===== src/rtl/spi_od_pkg.sv =====
package spi_od_pkg;

  localparam int unsigned WORD_W = 8;
  localparam int unsigned HALF_W = 5;

  localparam int unsigned DIV_R0 = 2;
  localparam int unsigned DIV_R1 = 4;
  localparam int unsigned DIV_R2 = 16;
  localparam int unsigned DIV_R3 = 32;

  typedef enum logic [1:0] {
    RATE_FAST_A = 2'd0,
    RATE_FAST_B = 2'd1,
    RATE_MED_A  = 2'd2,
    RATE_MED_B  = 2'd3
  } rate_sel_e;

  // system clocks per half period of the serial clock
  function automatic logic [HALF_W-1:0] half_of(input rate_sel_e r);
    case (r)
      RATE_FAST_A: half_of = HALF_W'(DIV_R0 / 2);
      RATE_FAST_B: half_of = HALF_W'(DIV_R1 / 2);
      RATE_MED_A:  half_of = HALF_W'(DIV_R2 / 2);
      default:     half_of = HALF_W'(DIV_R3 / 2);
    endcase
  endfunction

endpackage


===== src/rtl/spi_od_edge_timer.sv =====
module spi_od_edge_timer #(
  parameter int unsigned HW = 5,
  parameter int unsigned EW = 4
) (
  input  logic          clk,
  input  logic          rst,
  input  logic          start,
  input  logic          run,
  input  logic [HW-1:0] half_len,
  output logic          tick,
  output logic [EW-1:0] edge_idx
);

  logic [HW-1:0] len_q;
  logic [HW-1:0] cnt_q;

  assign tick = run && (cnt_q == '0);

  always_ff @(posedge clk) begin
    if (rst) begin
      len_q    <= '0;
      cnt_q    <= '0;
      edge_idx <= '0;
    end else if (start) begin
      len_q    <= half_len;
      cnt_q    <= half_len - 1'b1;
      edge_idx <= '0;
    end else if (run) begin
      if (cnt_q == '0) begin
        cnt_q    <= len_q - 1'b1;
        edge_idx <= edge_idx + 1'b1;
      end else begin
        cnt_q <= cnt_q - 1'b1;
      end
    end
  end

  // the half-period counter never leaves the range set at start
  a_r5_count_bound: assert property (@(posedge clk) disable iff (rst)
    run |-> (cnt_q < len_q));

endmodule


===== src/rtl/spi_od_in_filter.sv =====
module spi_od_in_filter #(
  parameter logic IDLE_LVL = 1'b1
) (
  input  logic clk,
  input  logic rst,
  input  logic raw,
  output logic filt
);

  logic s1_q;
  logic s2_q;

  always_ff @(posedge clk) begin
    if (rst) begin
      s1_q <= IDLE_LVL;
      s2_q <= IDLE_LVL;
      filt <= IDLE_LVL;
    end else begin
      s1_q <= raw;
      s2_q <= s1_q;
      if (s1_q == s2_q) filt <= s1_q;
    end
  end

  // a new filtered level was present on the pin for two clocks in a row
  a_r8_settled_only: assert property (@(posedge clk) disable iff (rst)
    !$stable(filt) |-> (filt == $past(raw, 2)) && (filt == $past(raw, 3)));

endmodule


===== src/rtl/spi_od_shifter.sv =====
module spi_od_shifter #(
  parameter int unsigned W  = 8,
  parameter int unsigned EW = 4
) (
  input  logic          clk,
  input  logic          rst,
  input  logic          load,
  input  logic [W-1:0]  load_data,
  input  logic          abort,
  input  logic          tick,
  input  logic [EW-1:0] edge_idx,
  input  logic          cpha,
  input  logic          od,
  input  logic          din,
  output logic          sdo_lvl,
  output logic [W-1:0]  rd_data,
  output logic          lost
);

  localparam logic [EW-1:0] LAST_EDGE = EW'(2 * W - 1);

  logic [W-1:0] tx_q;
  logic [W-1:0] rx_q;
  logic [W-1:0] rx_next;
  logic         sample_edge;
  logic         shift_edge;
  logic         last_edge;

  always_comb begin
    sample_edge = tick && (edge_idx[0] == cpha);
    shift_edge  = tick && (edge_idx[0] != cpha) && (edge_idx != '0);
    last_edge   = tick && (edge_idx == LAST_EDGE);
    rx_next     = {rx_q[W-2:0], din};
  end

  assign sdo_lvl = tx_q[W-1] | lost;

  always_ff @(posedge clk) begin
    if (rst) begin
      tx_q    <= '1;
      rx_q    <= '0;
      rd_data <= '0;
      lost    <= 1'b0;
    end else if (load) begin
      tx_q <= load_data;
      rx_q <= '0;
      lost <= 1'b0;
    end else if (abort) begin
      tx_q <= '1;
    end else begin
      if (sample_edge) begin
        rx_q <= rx_next;
        if (od && sdo_lvl && !din) lost <= 1'b1;
      end
      if (last_edge) begin
        tx_q    <= '1;
        rd_data <= sample_edge ? rx_next : rx_q;
      end else if (shift_edge) begin
        tx_q <= {tx_q[W-2:0], 1'b1};
      end
    end
  end

  // the top bit of a freshly loaded byte is on the line one cycle later
  a_r2_msb_first: assert property (@(posedge clk) disable iff (rst)
    load |=> (sdo_lvl == $past(load_data[W-1])));

endmodule


===== src/rtl/spi_od_master.sv =====
module spi_od_master
  import spi_od_pkg::*;
#(
  parameter int unsigned W  = WORD_W,
  parameter int unsigned HW = HALF_W
) (
  input  logic         clk,
  input  logic         rst,
  input  logic         enable,
  input  logic         cpol,
  input  logic         cpha,
  input  logic [1:0]   rate,
  input  logic         open_drain,
  input  logic         wr_en,
  input  logic [W-1:0] wr_data,
  input  logic         sdi,
  output logic         sck_o,
  output logic         sck_oe,
  output logic         sdo_o,
  output logic         sdo_oe,
  output logic [W-1:0] rd_data,
  output logic         busy,
  output logic         done,
  output logic         arb_lost
);

  localparam int unsigned     EW        = $clog2(2 * W);
  localparam logic [EW-1:0]   LAST_EDGE = EW'(2 * W - 1);

  logic          busy_q;
  logic          done_q;
  logic          sck_q;
  logic          en_q;
  logic          od_q;
  logic          cpha_q;
  logic          start;
  logic          abort;
  logic          last;
  logic          tick;
  logic [EW-1:0] edge_idx;
  logic          din_f;
  logic          sdo_lvl;
  logic [HW-1:0] half_len;

  assign half_len = HW'(half_of(rate_sel_e'(rate)));
  assign start    = enable && wr_en && !busy_q;
  assign abort    = busy_q && !enable;
  assign last     = tick && enable && (edge_idx == LAST_EDGE);

  spi_od_edge_timer #(.HW(HW), .EW(EW)) u_timer (
    .clk      (clk),
    .rst      (rst),
    .start    (start),
    .run      (busy_q),
    .half_len (half_len),
    .tick     (tick),
    .edge_idx (edge_idx)
  );

  spi_od_in_filter #(.IDLE_LVL(1'b1)) u_filter (
    .clk  (clk),
    .rst  (rst),
    .raw  (sdi),
    .filt (din_f)
  );

  spi_od_shifter #(.W(W), .EW(EW)) u_shifter (
    .clk       (clk),
    .rst       (rst),
    .load      (start),
    .load_data (wr_data),
    .abort     (abort),
    .tick      (tick),
    .edge_idx  (edge_idx),
    .cpha      (cpha_q),
    .od        (od_q),
    .din       (din_f),
    .sdo_lvl   (sdo_lvl),
    .rd_data   (rd_data),
    .lost      (arb_lost)
  );

  always_ff @(posedge clk) begin
    if (rst) begin
      busy_q <= 1'b0;
      done_q <= 1'b0;
      sck_q  <= 1'b0;
      en_q   <= 1'b0;
      od_q   <= 1'b0;
      cpha_q <= 1'b0;
    end else begin
      en_q   <= enable;
      od_q   <= open_drain;
      done_q <= last;
      if (start) cpha_q <= cpha;
      if (!enable)    busy_q <= 1'b0;
      else if (start) busy_q <= 1'b1;
      else if (last)  busy_q <= 1'b0;
      if (!enable || !busy_q) sck_q <= cpol;
      else if (tick)          sck_q <= ~sck_q;
    end
  end

  assign sck_o  = sck_q;
  assign sck_oe = en_q;
  assign sdo_o  = sdo_lvl;
  assign sdo_oe = en_q && (!od_q || !sdo_lvl);
  assign busy   = busy_q;
  assign done   = done_q;

  // disabling releases the pins and stops any transfer
  a_r4_disable_quiet: assert property (@(posedge clk) disable iff (rst)
    !enable |=> (!sck_oe && !sdo_oe && !busy_q && !done_q));

  // done lasts a single cycle
  a_r6_done_single: assert property (@(posedge clk) disable iff (rst)
    done_q |=> !done_q);

  // done marks the end of a busy period
  a_r6_done_ends_busy: assert property (@(posedge clk) disable iff (rst)
    done_q |-> (!busy_q && $past(busy_q)));

  // the idle clock level tracks the polarity input
  a_r3_idle_level: assert property (@(posedge clk) disable iff (rst)
    (!busy_q && $past(!busy_q) && !$past(rst)) |-> (sck_q == $past(cpol)));

  // the data line rests high between transfers
  a_r11_idle_release: assert property (@(posedge clk) disable iff (rst)
    !busy_q |-> sdo_lvl);

  // the lost flag holds until a new byte is loaded
  a_r10_lost_sticky: assert property (@(posedge clk) disable iff (rst)
    (arb_lost && !start) |=> arb_lost);

endmodule


===== config.mk =====
export PLATFORM = sky130hd
export DESIGN_NAME = spi_od_master
export DESIGN_NICKNAME = d
export VERILOG_FILES = /design/src/rtl/spi_od_pkg.sv /design/src/rtl/spi_od_edge_timer.sv /design/src/rtl/spi_od_in_filter.sv /design/src/rtl/spi_od_shifter.sv /design/src/rtl/spi_od_master.sv
export SDC_FILE = /design/constraint.sdc
export NUM_CORES = 1
export LEC_CHECK = 0
export BUFFER_PORTS_ARGS = -buffer_cell sky130_fd_sc_hd__buf_4
export CORE_MARGIN = 2
export CORE_UTILIZATION = 56
export CTS_CLUSTER_DIAMETER = 200
export DETAILED_ROUTE_END_ITERATION = 16
export PLACE_DENSITY = 0.78
export SETUP_SLACK_MARGIN = 0.3
export SLEW_MARGIN = 20
export SYNTH_ARGS = -nofsm -noshare
export SYNTH_HDL_FRONTEND = slang
export SYNTH_HIERARCHICAL = 1
export SYNTH_SLANG_ARGS = --single-unit

===== constraint.sdc =====
create_clock -name clk -period 3.2 [get_ports clk]
set_input_delay 0.32 -clock clk [delete_from_list [all_inputs] [get_ports clk]]
set_output_delay 0.32 -clock clk [all_outputs]
set_load 0.05 [all_outputs]

==> results.md, run 1 <==
* CP max stage delay at 0.61 ns
* Fill cells at 327
* PostCTS Resize Cnt at 0
* CP Launch Type: flip-flop
* Ys async rst share at 0%
* Dominant synthesized flop cell: dfxtp_1
* Unique cell type count in the Yosys netlist at 53
* Most frequent cells in the layout: 48 x dfxtp_1, 36 x buf_4, 31 x nor2_1, 16 x nand2b_1
* Reg clk slew, reported paths at 0.09 ns
* Status: finished clean
* WP buf/inv at 0
* Hold Path Class: in2reg
* CP Cell Sequence: or4_4, nor3b_4, or3b_1, and2_4, a221o_1
* Sequential-to-total area share from yosys stat at 41.94%
* Clock Tree Buf Depth at 2
* Root Buffer: clkbuf_8
* Slowest cell on the critical path: or4_4
* Gate Count Post-Synth at 248
* RSZ-0062 raised after global routing: false
* GPL Wtd Cong at 0.8052
* H-Tree Depth at 2
* CORE AREA at 3971 sq um
* Post-route cell area at 2641 sq um
* CTS Sinks at 48
* CP arrival at 2.60 ns
* Largest net degree at the start of global routing at 43
* Yosys warning total at 6
* CTS Hold Bufs at 0
* Worst slack, placed at 0.8301 ns
* Slew Limit Fails at 0
* Seq cells post-synth at 48
* Initial antenna violation count at 0
* HPWL Detailed at 3140 microns
* Via count at 1810
* WL final at 4644 microns
* Antenna Cells at 0
* Multiplexer area fraction after synthesis at 6.117%
* Simple-gate portion of the synthesized area at 24.58%
* Synth Area in Adders at 1.092%
* Compound-gate portion of the synthesized area at 17.20%
* Chip height at 67.96 microns
* Die area at 4619 sq um
* Max-slew headroom at 39.31%
* Drt pass-1 iters at 4
* Max Cap Violations at 0
* # IOs at 33
* Pwr Density at 479.7 nW/um^2
* ANT nets after route at 0
* Crit path max-delay family: simple AND/OR/NAND/NOR gates
* CTS tree: done
* Setup TNS at 0 ns
* Count of input and output buffers at 32
* Clk_skew at 0.007627 ns
* TritonCTS buffer count at 5
* Worst EP required at 3.39 ns
* Peak fanout along the critical path at 8
* R2R setup slack at 0.79 ns
* Number of flops mapped to enable cells by yosys at 0
* CP endpoint kind: flip-flop
* Most common cell after layout, fill and taps aside: dfxtp_1
* Slew at the pin with the worst max-slew slack at 0.9038 ns
* Area growth syn-to-layout at 15.29%
* Hold Vio Cnt, Final at 0
* GRT Total Usage at 21.63%
* Fin crit share at 75.30%
* Residual DRC at 0
* First-pass GRT wire length at 7507 microns
* Wire per inst at 14.20 microns
* Drt via density at 5.535
* Lkg Pwr at 0.001062 uW
* Maximum clock rate at 415.0 MHz
* Final WS setup at 0.7904 ns
* Kind of critical path: reg2reg
* Post-Synth XOR/XNOR Area at 2.676%
* DR iter-0 viols at 89
* Initial Util at 57.69%
* Cell Area, Placed at 2530 sq um
* Vias in the first global route at 1650
* Setup violations, final at 0
* Fraction of layout instances using a drive strength above 1 at 21.66%
* Syn_nets at 268
* Combinational family with the most area after synthesis: simple AND/OR/NAND/NOR gates
* Cell area after synthesis at 2291 sq um
* Crit path time final at 2.410 ns
* Syn avg cell area at 9.238 sq um
* # rows at 23
* Post-CTS Setup Bufs at 0
* Nets at 296
* Gr ovfl total at 0
* Chip width at 67.96 microns
* Hold WS at 0.1918 ns
* Final standard cell utilization of the core at 66.51%
* Worst vdd ir at 297.7 uV
* Worst skew pair latency at 0.31 ns
==> report_power, final <==
group	switching (uW)	total (uW)	internal, uW
sequential	20.4	640	619
combinational	106	191	84.6
clock	205	436	231
==> final timing paths <==
check / startpoint / end / cells past startpoint
worst max-delay path: u_timer/cnt_q[4]$_SDFFE_PP0P_ / u_shifter/tx_q[3]$_SDFFE_PP1P_ / 5
worst max register to register: u_timer/cnt_q[4]$_SDFFE_PP0P_ / u_shifter/tx_q[3]$_SDFFE_PP1P_ / 5
worst min register to register: u_filter/s1_q$_SDFF_PP1_ / u_filter/s2_q$_SDFF_PP1_ / 1
worst min-delay path: sdi / u_filter/s1_q$_SDFF_PP1_ / 2
==> state kept, by name (all words and copies together), names as in the netlist, 4 cells and up <==
name,count
u_shifter/rx_q,8
u_timer/edge_idx,4
u_shifter/rd_data,8
u_shifter/tx_q,8
u_timer/len_q,5
u_timer/cnt_q,5
==> routing by layer <==
| metal | up-vias | part of all wire (%) | GRT usage [%] |
|---|---|---|---|
| met5 | - | 0 | 0 |
| met4 | 0 | 1.5 | 8.500 |
| met3 | 8 | 4.1 | 4.770 |
| met2 | 33 | 48 | 34.83 |
| met1 | 851 | 47 | 28.15 |
| li1 | 918 | - | - |
==> Yosys cell counts (3+ instances only) <==
library cell  count  share of area (%)
o21ai_1           8                1.7
a21oi_1           5                1.1
nand3_1           9                2.0
xnor2_1           5                1.9
a211oi_1          6                2.0
nor2_1           31                5.1
dfxtp_1          48                 42
buf_6             4                2.0
nor3_1            4               0.87
or2_1             3               0.82
a221o_1           7                3.1
inv_1            13                2.1
mux2i_1          14                6.1
buf_2             3               0.66
nor2b_1           4                1.1
a311oi_1          9                3.4
nand2_1          14                2.3
clkbuf_1          6               0.98
nand2b_1         16                4.4
==> through the flow <==
step | total power [uW] | std cells
2_1_floorplan | 802.1 | 248
3_3_place_gp | 838.6 | 319
3_5_place_dp | 842.4 | 319
4_1_cts | 1277 | 327
5_1_grt | 1324 | 327
6_report | 1267 | 327
==> area by class of cell <==
cell class / count / area (sq um) / area share (%)
Tap cell: 50 / 62.56 / 2.369
Clock inverter: 3 / 42.54 / 1.611
Clock buffer: 5 / 68.82 / 2.605
Timing Repair Buffer: 36 / 270.3 / 10.23
Multi-Input combinational cell: 172 / 1187 / 44.96
Sequential cell: 48 / 960.9 / 36.38
Inverter: 13 / 48.80 / 1.847
==> cells by family after synthesis <==
logic type      count (synthesis)
other cells                     1
flops                          48
buf+inv                        28
mux                            14
fa+ha+maj                       2
xor+xnor                        7
compound gates                 45
simple gates                  103
Power figures use the tool's default switching activity.
==> inputs of run 2 (changes only) <==
--- a/config.mk
+++ b/config.mk
@@ -5,12 +5,13 @@
 export SDC_FILE = /design/constraint.sdc
 export NUM_CORES = 1
 export LEC_CHECK = 0
+export ABC_AREA = 1
 export BUFFER_PORTS_ARGS = -buffer_cell sky130_fd_sc_hd__buf_4
 export CORE_MARGIN = 2
-export CORE_UTILIZATION = 56
+export CORE_UTILIZATION = 57
 export CTS_CLUSTER_DIAMETER = 200
 export DETAILED_ROUTE_END_ITERATION = 16
-export PLACE_DENSITY = 0.78
+export PLACE_DENSITY = 0.79
 export SETUP_SLACK_MARGIN = 0.3
 export SLEW_MARGIN = 20
 export SYNTH_ARGS = -nofsm -noshare
==> constraint.sdc (replaced) <==
create_clock -name clk -period 2.3 [get_ports clk]
set_input_delay 0.23 -clock clk [delete_from_list [all_inputs] [get_ports clk]]
set_output_delay 0.23 -clock clk [all_outputs]
set_load 0.05 [all_outputs]
==> results.md, run 2 <==
* Yosys warning total at 6 (unchanged)
* Hold Vio Cnt, Final at 0 (unchanged)
* Chip height at 69.43 microns (was 67.96 microns)
* CORE AREA at 4058 sq um (was 3971 sq um)
* Clk pwr share at 31.2% (was 34.4%)
* Gate Count Post-Synth at 357 (was 248)
* Logic pwr share at 16.9% (was 15.1%)
* Most common cell after layout, fill and taps aside: nand2_1 (was dfxtp_1)
* Peak fanout along the critical path at 10 (was 8)
* Ys async rst share at 0% (unchanged)
* Reg clk slew, reported paths at 0.09 ns (about the same)
* Setup TNS at 0 ns (unchanged)
* Worst EP required at 2.51 ns (was 3.39 ns)
* Initial antenna violation count at 0 (unchanged)
* Setup violations, final at 0 (unchanged)
* CP max stage delay at 0.38 ns (was 0.61 ns)
* Count of input and output buffers at 32 (unchanged)
* H-Tree Depth at 2 (unchanged)
* # rows at 23 (unchanged)
* Multi-input logic area at 1245 sq um (was 1187 sq um)
* Initial Util at 60.13% (was 57.69%)
* Gr ovfl total at 0 (unchanged)
* Drt via density at 5.108 (was 5.535)
* Kind of critical path: reg2reg (unchanged)
* Worst skew pair latency at 0.30 ns (was 0.31 ns)
* Max Cap Violations at 0 (unchanged)
* Status: finished clean (unchanged)
* WP buf/inv at 4 (was 0)
* Most used cell, CP: nand2_1
* ANT nets after route at 0 (unchanged)
* Wire per inst at 11.62 microns (was 14.20 microns)
* Via count at 2273 (was 1810)
* Seq cells post-synth at 48 (unchanged)
* Sw power at 468.1 uW (was 331.7 uW)
* Syn_nets at 377 (was 268)
* Crit path max-delay family: simple AND/OR/NAND/NOR gates (unchanged)
* Fill cells at 385 (was 327)
* Switching share of power at 27.37% (was 26.18%)
* Worst vdd ir at 427.1 uV (was 297.7 uV)
* Clock Tree Buf Depth at 2 (unchanged)
* Post-synth top area share at 39.38% (was 41.94%)
* Number of flops mapped to enable cells by yosys at 0 (unchanged)
* Post-synth top cells: 73 x nand2_1, 59 x nor2_1, 48 x dfxtp_1, 48 x inv_1, 46 x nand3_1 (was 48 x dfxtp_1, 31 x nor2_1, 16 x nand2b_1, 14 x mux2i_1, 14 x nand2_1)
* Part of the power in registers at 51.9% (was 50.5%)
* # IOs at 33 (unchanged)
* Slowest cell on the critical path: dfxtp_2 (was or4_4)
* Fin crit share at 77.12% (was 75.30%)
* TritonCTS buffer count at 5 (unchanged)
* CTS Sinks at 48 (unchanged)
* RSZ-0062 raised after global routing: false (unchanged)
* Root Buffer: clkbuf_8 (unchanged)
* Drt pass-1 iters at 4 (unchanged)
* Clk_skew at 0.009085 ns (was 0.007627 ns)
* Largest net degree at the start of global routing at 18 (was 43)
* CP arrival at 1.98 ns (was 2.60 ns)
* CTS tree: done (unchanged)
* CP Launch Type: flip-flop (unchanged)
* Pwr Density at 601.4 nW/um^2 (was 479.7 nW/um^2)
* Lkg Pwr at 0.001495 uW (was 0.001062 uW)
* Unique cell type count in the Yosys netlist at 37 (was 53)
* DR iter-0 viols at 121 (was 89)
* Vias in the first global route at 2147 (was 1650)
* Register area at 962.2 sq um (was 960.9 sq um)
* Overall Power at 1710 uW (was 1267 uW)
* Sequential-to-total area share from yosys stat at 39.38% (was 41.94%)
* Fraction of layout instances using a drive strength above 1 at 19.75% (was 21.66%)
* Biggest area consumer among synthesized cells: dfxtp_1 (unchanged)
* Nets at 415 (was 296)
* Cell area after synthesis at 2440 sq um (was 2291 sq um)
* R2R setup slack at 0.53 ns (was 0.79 ns)
* Area growth syn-to-layout at 16.56% (was 15.29%)
* Crit path time final at 1.774 ns (was 2.410 ns)
* CP Cell Sequence: inv_1, nand3_2, clkinv_4, nand2_1, o21ai_0, nor2_2, ha_1, inv_1, nor2_1, nand2_1, nand2_1, nand3_1, nand2_1, inv_1 (was or4_4, nor3b_4, or3b_1, and2_4, a221o_1)
* Die area at 4820 sq um (was 4619 sq um)
* CP endpoint kind: flip-flop (unchanged)
* Most frequent cells in the layout: 73 x nand2_1, 59 x nor2_1, 48 x inv_1, 47 x dfxtp_1, 46 x nand3_1 (was 48 x dfxtp_1, 36 x buf_4, 31 x nor2_1, 16 x nand2b_1)
* Dominant synthesized flop cell: dfxtp_1 (unchanged)
* GRT Total Usage at 22.99% (was 21.63%)
* Chip width at 69.43 microns (was 67.96 microns)
* Antenna Cells at 0 (unchanged)
* Syn avg cell area at 6.834 sq um (was 9.238 sq um)
* HPWL Detailed at 3785 microns (was 3140 microns)
* First-pass GRT wire length at 9094 microns (was 7507 microns)
* Hold Path Class: in2reg (unchanged)
* Maximum clock rate at 563.8 MHz (was 415.0 MHz)
* GPL Wtd Cong at 0.8583 (was 0.8052)
* Int Power at 1242 uW (was 935.2 uW)
* WL final at 5173 microns (was 4644 microns)
* Synth area leaders: dfxtp_1 39%, nand2_1 11%, nand3_1 9.4% (was dfxtp_1 42%, mux2i_1 6.1%, nor2_1 5.1%)
* Top flop regs: u_shifter/rd_data (8), u_shifter/rx_q (8), u_shifter/tx_q (8) (unchanged)
* Most common cell in the netlist: nand2_1 (was dfxtp_1)
* Slew Limit Fails at 0 (unchanged)
* Residual DRC at 0 (unchanged)
-- run 2: changes by cell type after synthesis, sizes merged, moves of 8 or more --
cell	before	now
nand2	14	75
inv	13	55
nand3	9	50
nor2	32	69
nand2b	17	0
mux2i	14	0
a311oi	9	0
buf	9	1
o21ai	9	17
-- run 2: final timing paths --
check | to | depth (start not counted) | from
min reg2reg | u_filter/s2_q$_SDFF_PP1_ | 2 | u_filter/s1_q$_SDFF_PP1_
max reg2reg | u_timer/cnt_q[4]$_SDFFE_PP0P_ | 14 | busy$_SDFFE_PP0P_
min | u_filter/s1_q$_SDFF_PP1_ | 2 | sdi
max | u_timer/cnt_q[4]$_SDFFE_PP0P_ | 14 | busy$_SDFFE_PP0P_
-- run 2: layout make-up --
| type | count | share of cell area, % |
|---|---|---|
| inverter | 56 | 7.567 |
| multi-input combinational | 249 | 43.77 |
| tap | 50 | 2.200 |
| sequential | 48 | 33.83 |
| clock buffer | 7 | 3.388 |
| timing repair buffer | 35 | 9.239 |
-- run 2: worst register-to-register path: stages (launching register included) --
cell and delay, ns:
dfxtp_2 0.38, inv_1 0.08, nand3_2 0.10, clkinv_4 0.10, nand2_1 0.09, o21ai_0 0.10
nor2_2 0.19, ha_1 0.17, inv_1 0.06, nor2_1 0.13, nand2_1 0.07, nand2_1 0.06
nand3_1 0.06, nand2_1 0.06, inv_1 0.03
-- run 2: cells by family (layout without fill, tap and decap cells) --
| kind of cell | after synthesis | after routing | share of synthesized area (%) |
|---|---|---|---|
| AOI/OAI and AO/OA | 36 | 36 | 8.411 |
| xor gates and xnor gates | 1 | 1 | 0.3590 |
| adders and majority gates | 2 | 2 | 1.025 |
| and+or+nand+nor | 209 | 209 | 41.08 |
| other | 1 | 1 | 0.1537 |
| DFF | 48 | 48 | 39.38 |
| buffers and inverters | 60 | 98 | 9.590 |
-- run 2: repair_timing --
item,4_1_cts,5_1_grt
resized for setup,0,3
setup buffers,0,3
hold buffers,0,0
setup endpoints to repair,0,2
-- run 2: power by group through the flow --
| stage | combinational [uW] | clock, uW | sequential, uW |
|---|---|---|---|
| global route | 325 | 582 | 892 |
| floorplan | 202 | 0 | 910 |
| CTS | 283 | 549 | 887 |
| detailed placement | 282 | 0 | 907 |
| finish | 289 | 534 | 888 |
| global placement | 275 | 0 | 905 |
-- run 2: through the flow --
stage	instances	hold WS, ns	setup slack (ns)	cell area, sq um	utilization, %
finish	445	0.1127	0.5262	2844	70.09
global route	445	0.1015	0.3126	2844	70.09
CTS	442	0.1010	0.4086	2818	69.44
detailed placement	435	0.4201	0.4209	2721	67.07
global placement	435	0.4129	0.5105	2721	67.07
floorplan	357	0.3012	0.3432	2441	-
-- run 2: metal layers --
metal	track usage [%]	up-vias	wire, microns
met1	28.23	1027	2462
li1	-	1200	-
met4	8.279	0	65
met3	5.087	6	191
met5	0	-	0
met2	39.42	40	2453
==> inputs of run 3 (changes only) <==
==> constraint.sdc (replaced) <==
create_clock -name clk -period 1.8 [get_ports clk]
set_input_delay 0.18 -clock clk [delete_from_list [all_inputs] [get_ports clk]]
set_output_delay 0.18 -clock clk [all_outputs]
set_load 0.05 [all_outputs]
==> results.md, run 3 (synthesized netlist as in run 2, its figures left out) <==
* Maximum clock rate at 620.0 MHz (was 563.8 MHz)
* Wire per inst at 12.89 microns (was 11.62 microns)
* Setup TNS at 0 ns (unchanged)
* CP Cell Sequence: nor2_4, buf_4, buf_4, buf_4, buf_4, nand4_1, nand2_1, nand2_1, nand2_2, nand2_1, nand2_1, nand3_1, nand2_1, inv_1 (was inv_1, nand3_2, clkinv_4, nand2_1, o21ai_0, nor2_2, ha_1, inv_1, nor2_1, nand2_1, nand2_1, nand3_1, nand2_1, inv_1)
* CP Launch Type: flip-flop (unchanged)
* Worst vdd ir at 507.3 uV (was 427.1 uV)
* Area growth syn-to-layout at 37.54% (was 16.56%)
* Pwr Density at 704.1 nW/um^2 (was 601.4 nW/um^2)
* HP Start: sdi (unchanged)
* Max Cap Violations at 0 (unchanged)
* GRT Total Usage at 24.79% (was 22.99%)
* Peak fanout along the critical path at 4 (was 10)
* Slew Limit Fails at 0 (unchanged)
* Slowest cell on the critical path: dfxtp_2 (unchanged)
* # IOs at 33 (unchanged)
* Drt pass-1 iters at 4 (unchanged)
* CP max stage delay at 0.35 ns (was 0.38 ns)
* Residual DRC at 0 (unchanged)
* WL final at 6124 microns (was 5173 microns)
* Chip height at 69.43 microns (unchanged)
* Fill cells at 250 (was 385)
* Worst EP required at 2.01 ns (was 2.51 ns)
* Post-Layout Cell Count at 475 (was 445)
* Nets at 444 (was 415)
* Reg clk slew, reported paths at 0.08 ns (was 0.09 ns)
* Worst slack, placed at 0.1023 ns (was 0.4209 ns)
* Gr ovfl total at 0 (unchanged)
* H-Tree Depth at 2 (unchanged)
* Fin crit share at 89.60% (was 77.12%)
* Most frequent cells in the layout: 63 x nand2_1, 57 x buf_4, 51 x nor2_1, 43 x inv_1, 43 x dfxtp_1 (was 73 x nand2_1, 59 x nor2_1, 48 x inv_1, 47 x dfxtp_1, 46 x nand3_1)
* Largest net degree at the start of global routing at 18 (unchanged)
* Kind of critical path: reg2reg (unchanged)
* CTS Hold Bufs at 0 (unchanged)
* RSZ-0062 raised after global routing: true (was false)
* CP endpoint kind: flip-flop (unchanged)
* DR iter-0 viols at 140 (was 121)
* Via count at 2465 (was 2273)
* Antenna Cells at 0 (unchanged)
* Most used cell, CP: nand2_1 (unchanged)
* Critical R2R Launch: u_timer/cnt_q[0]$_SDFFE_PP0P_ (was busy$_SDFFE_PP0P_)
* Crit path time final at 1.613 ns (was 1.774 ns)
* CORE AREA at 4058 sq um (unchanged)
* CP arrival at 1.82 ns (was 1.98 ns)
* Lkg Pwr at 0.001699 uW (was 0.001495 uW)
* Hold WS at 0.05268 ns (was 0.1127 ns)
* TritonCTS buffer count at 5 (unchanged)
* Dpl cells at 439 (was 435)
* Die area at 4820 sq um (unchanged)
* Final WS setup at 0.1872 ns (was 0.5262 ns)
* First-pass GRT wire length at 9818 microns (was 9094 microns)
* CTS Sinks at 48 (unchanged)
* Root Buffer: clkbuf_8 (unchanged)
* R2R setup slack at 0.19 ns (was 0.53 ns)
* Register area at 969.7 sq um (was 962.2 sq um)
* Vias in the first global route at 2148 (was 2147)
* CTS tree: done (unchanged)
* Status: finished clean (unchanged)
* WP buf/inv at 5 (was 4)
* Hold Path Class: in2reg (unchanged)
* Hold Vio Cnt, Final at 0 (unchanged)
* # rows at 23 (unchanged)
* Fraction of layout instances using a drive strength above 1 at 34.82% (was 19.75%)
* Crit path max-delay family: simple AND/OR/NAND/NOR gates (unchanged)
* Critical Path Source: u_timer/cnt_q[0]$_SDFFE_PP0P_ (was busy$_SDFFE_PP0P_)
* Initial antenna violation count at 0 (unchanged)
* Clock Tree Buf Depth at 2 (unchanged)
* Most common cell after layout, fill and taps aside: nand2_1 (unchanged)
* Multi-input logic area at 1459 sq um (was 1245 sq um)
* Setup violations, final at 0 (unchanged)
* Drt via density at 5.189 (was 5.108)
* Chip width at 69.43 microns (unchanged)
* Initial Util at 60.13% (unchanged)
* ANT nets after route at 0 (unchanged)
* HPWL Detailed at 3681 microns (was 3785 microns)
* Worst skew pair latency at 0.31 ns (was 0.30 ns)
* GPL Wtd Cong at 0.8907 (was 0.8583)
* Count of input and output buffers at 32 (unchanged)
* Clk_skew at 0.007385 ns (was 0.009085 ns)
* Top flop regs: u_shifter/rd_data (8), u_shifter/rx_q (8), u_shifter/tx_q (8) (unchanged)
[run 3: repair_timing]
| item | CTS | global route |
|---|---|---|
| hold endpoints to repair | 0 | 0 |
| endpoints found under the setup margin | 29 | 29 |
| buffers inserted | 13 | 12 |
| gates resized for setup | 14 | 42 |
| pin swaps | 9 | 15 |
| gates cloned | 3 | 0 |
[run 3: power breakdown]
group	total, uW	internal [uW]	leakage, uW	switching [uW]
clock network	676	313	0.0000445	364
logic	548	243	0.00126	305
registers	1140	1100	0.000394	34.2
[run 3: stage by stage]
step / instance area, sq um / total power (uW) / utilization (%)
after floorplan: 2506 / 1444 / -
after global placement: 2816 / 1538 / 69.41
after detailed placement: 2816 / 1545 / 69.41
after CTS: 3104 / 2284 / 76.50
after global routing: 3356 / 2490 / 82.70
final: 3356 / 2363 / 82.70
[run 3: path summary, 6_finish.rpt]
path / depth (start not counted) / to
worst max-delay path: 14 / u_timer/cnt_q[4]$_SDFFE_PP0P_
worst min-delay path: 2 / u_filter/s1_q$_SDFF_PP1_
worst max register to register: 14 / u_timer/cnt_q[4]$_SDFFE_PP0P_
worst min register to register: 2 / u_filter/s2_q$_SDFF_PP1_
[run 3: metal layers]
layer  up-vias  GRT usage, %  wire (microns)
met5         -             0               0
met4         0         8.497              97
met3        15         5.669             221
met2        50         39.00            2987
met1      1142         33.52            2817
li1       1258             -               -
[run 3: cell type report]
type                            instances  share of cell area [%]
Inverter                               56                   7.644
Multi-Input combinational cell        250                   43.48
Timing Repair inverter                  2                  0.4474
Timing Repair Buffer                   61                   14.88
Clock inverter                          1                  0.2237
Clock buffer                            7                   2.573
Sequential cell                        48                   28.90
Tap cell                               50                   1.864
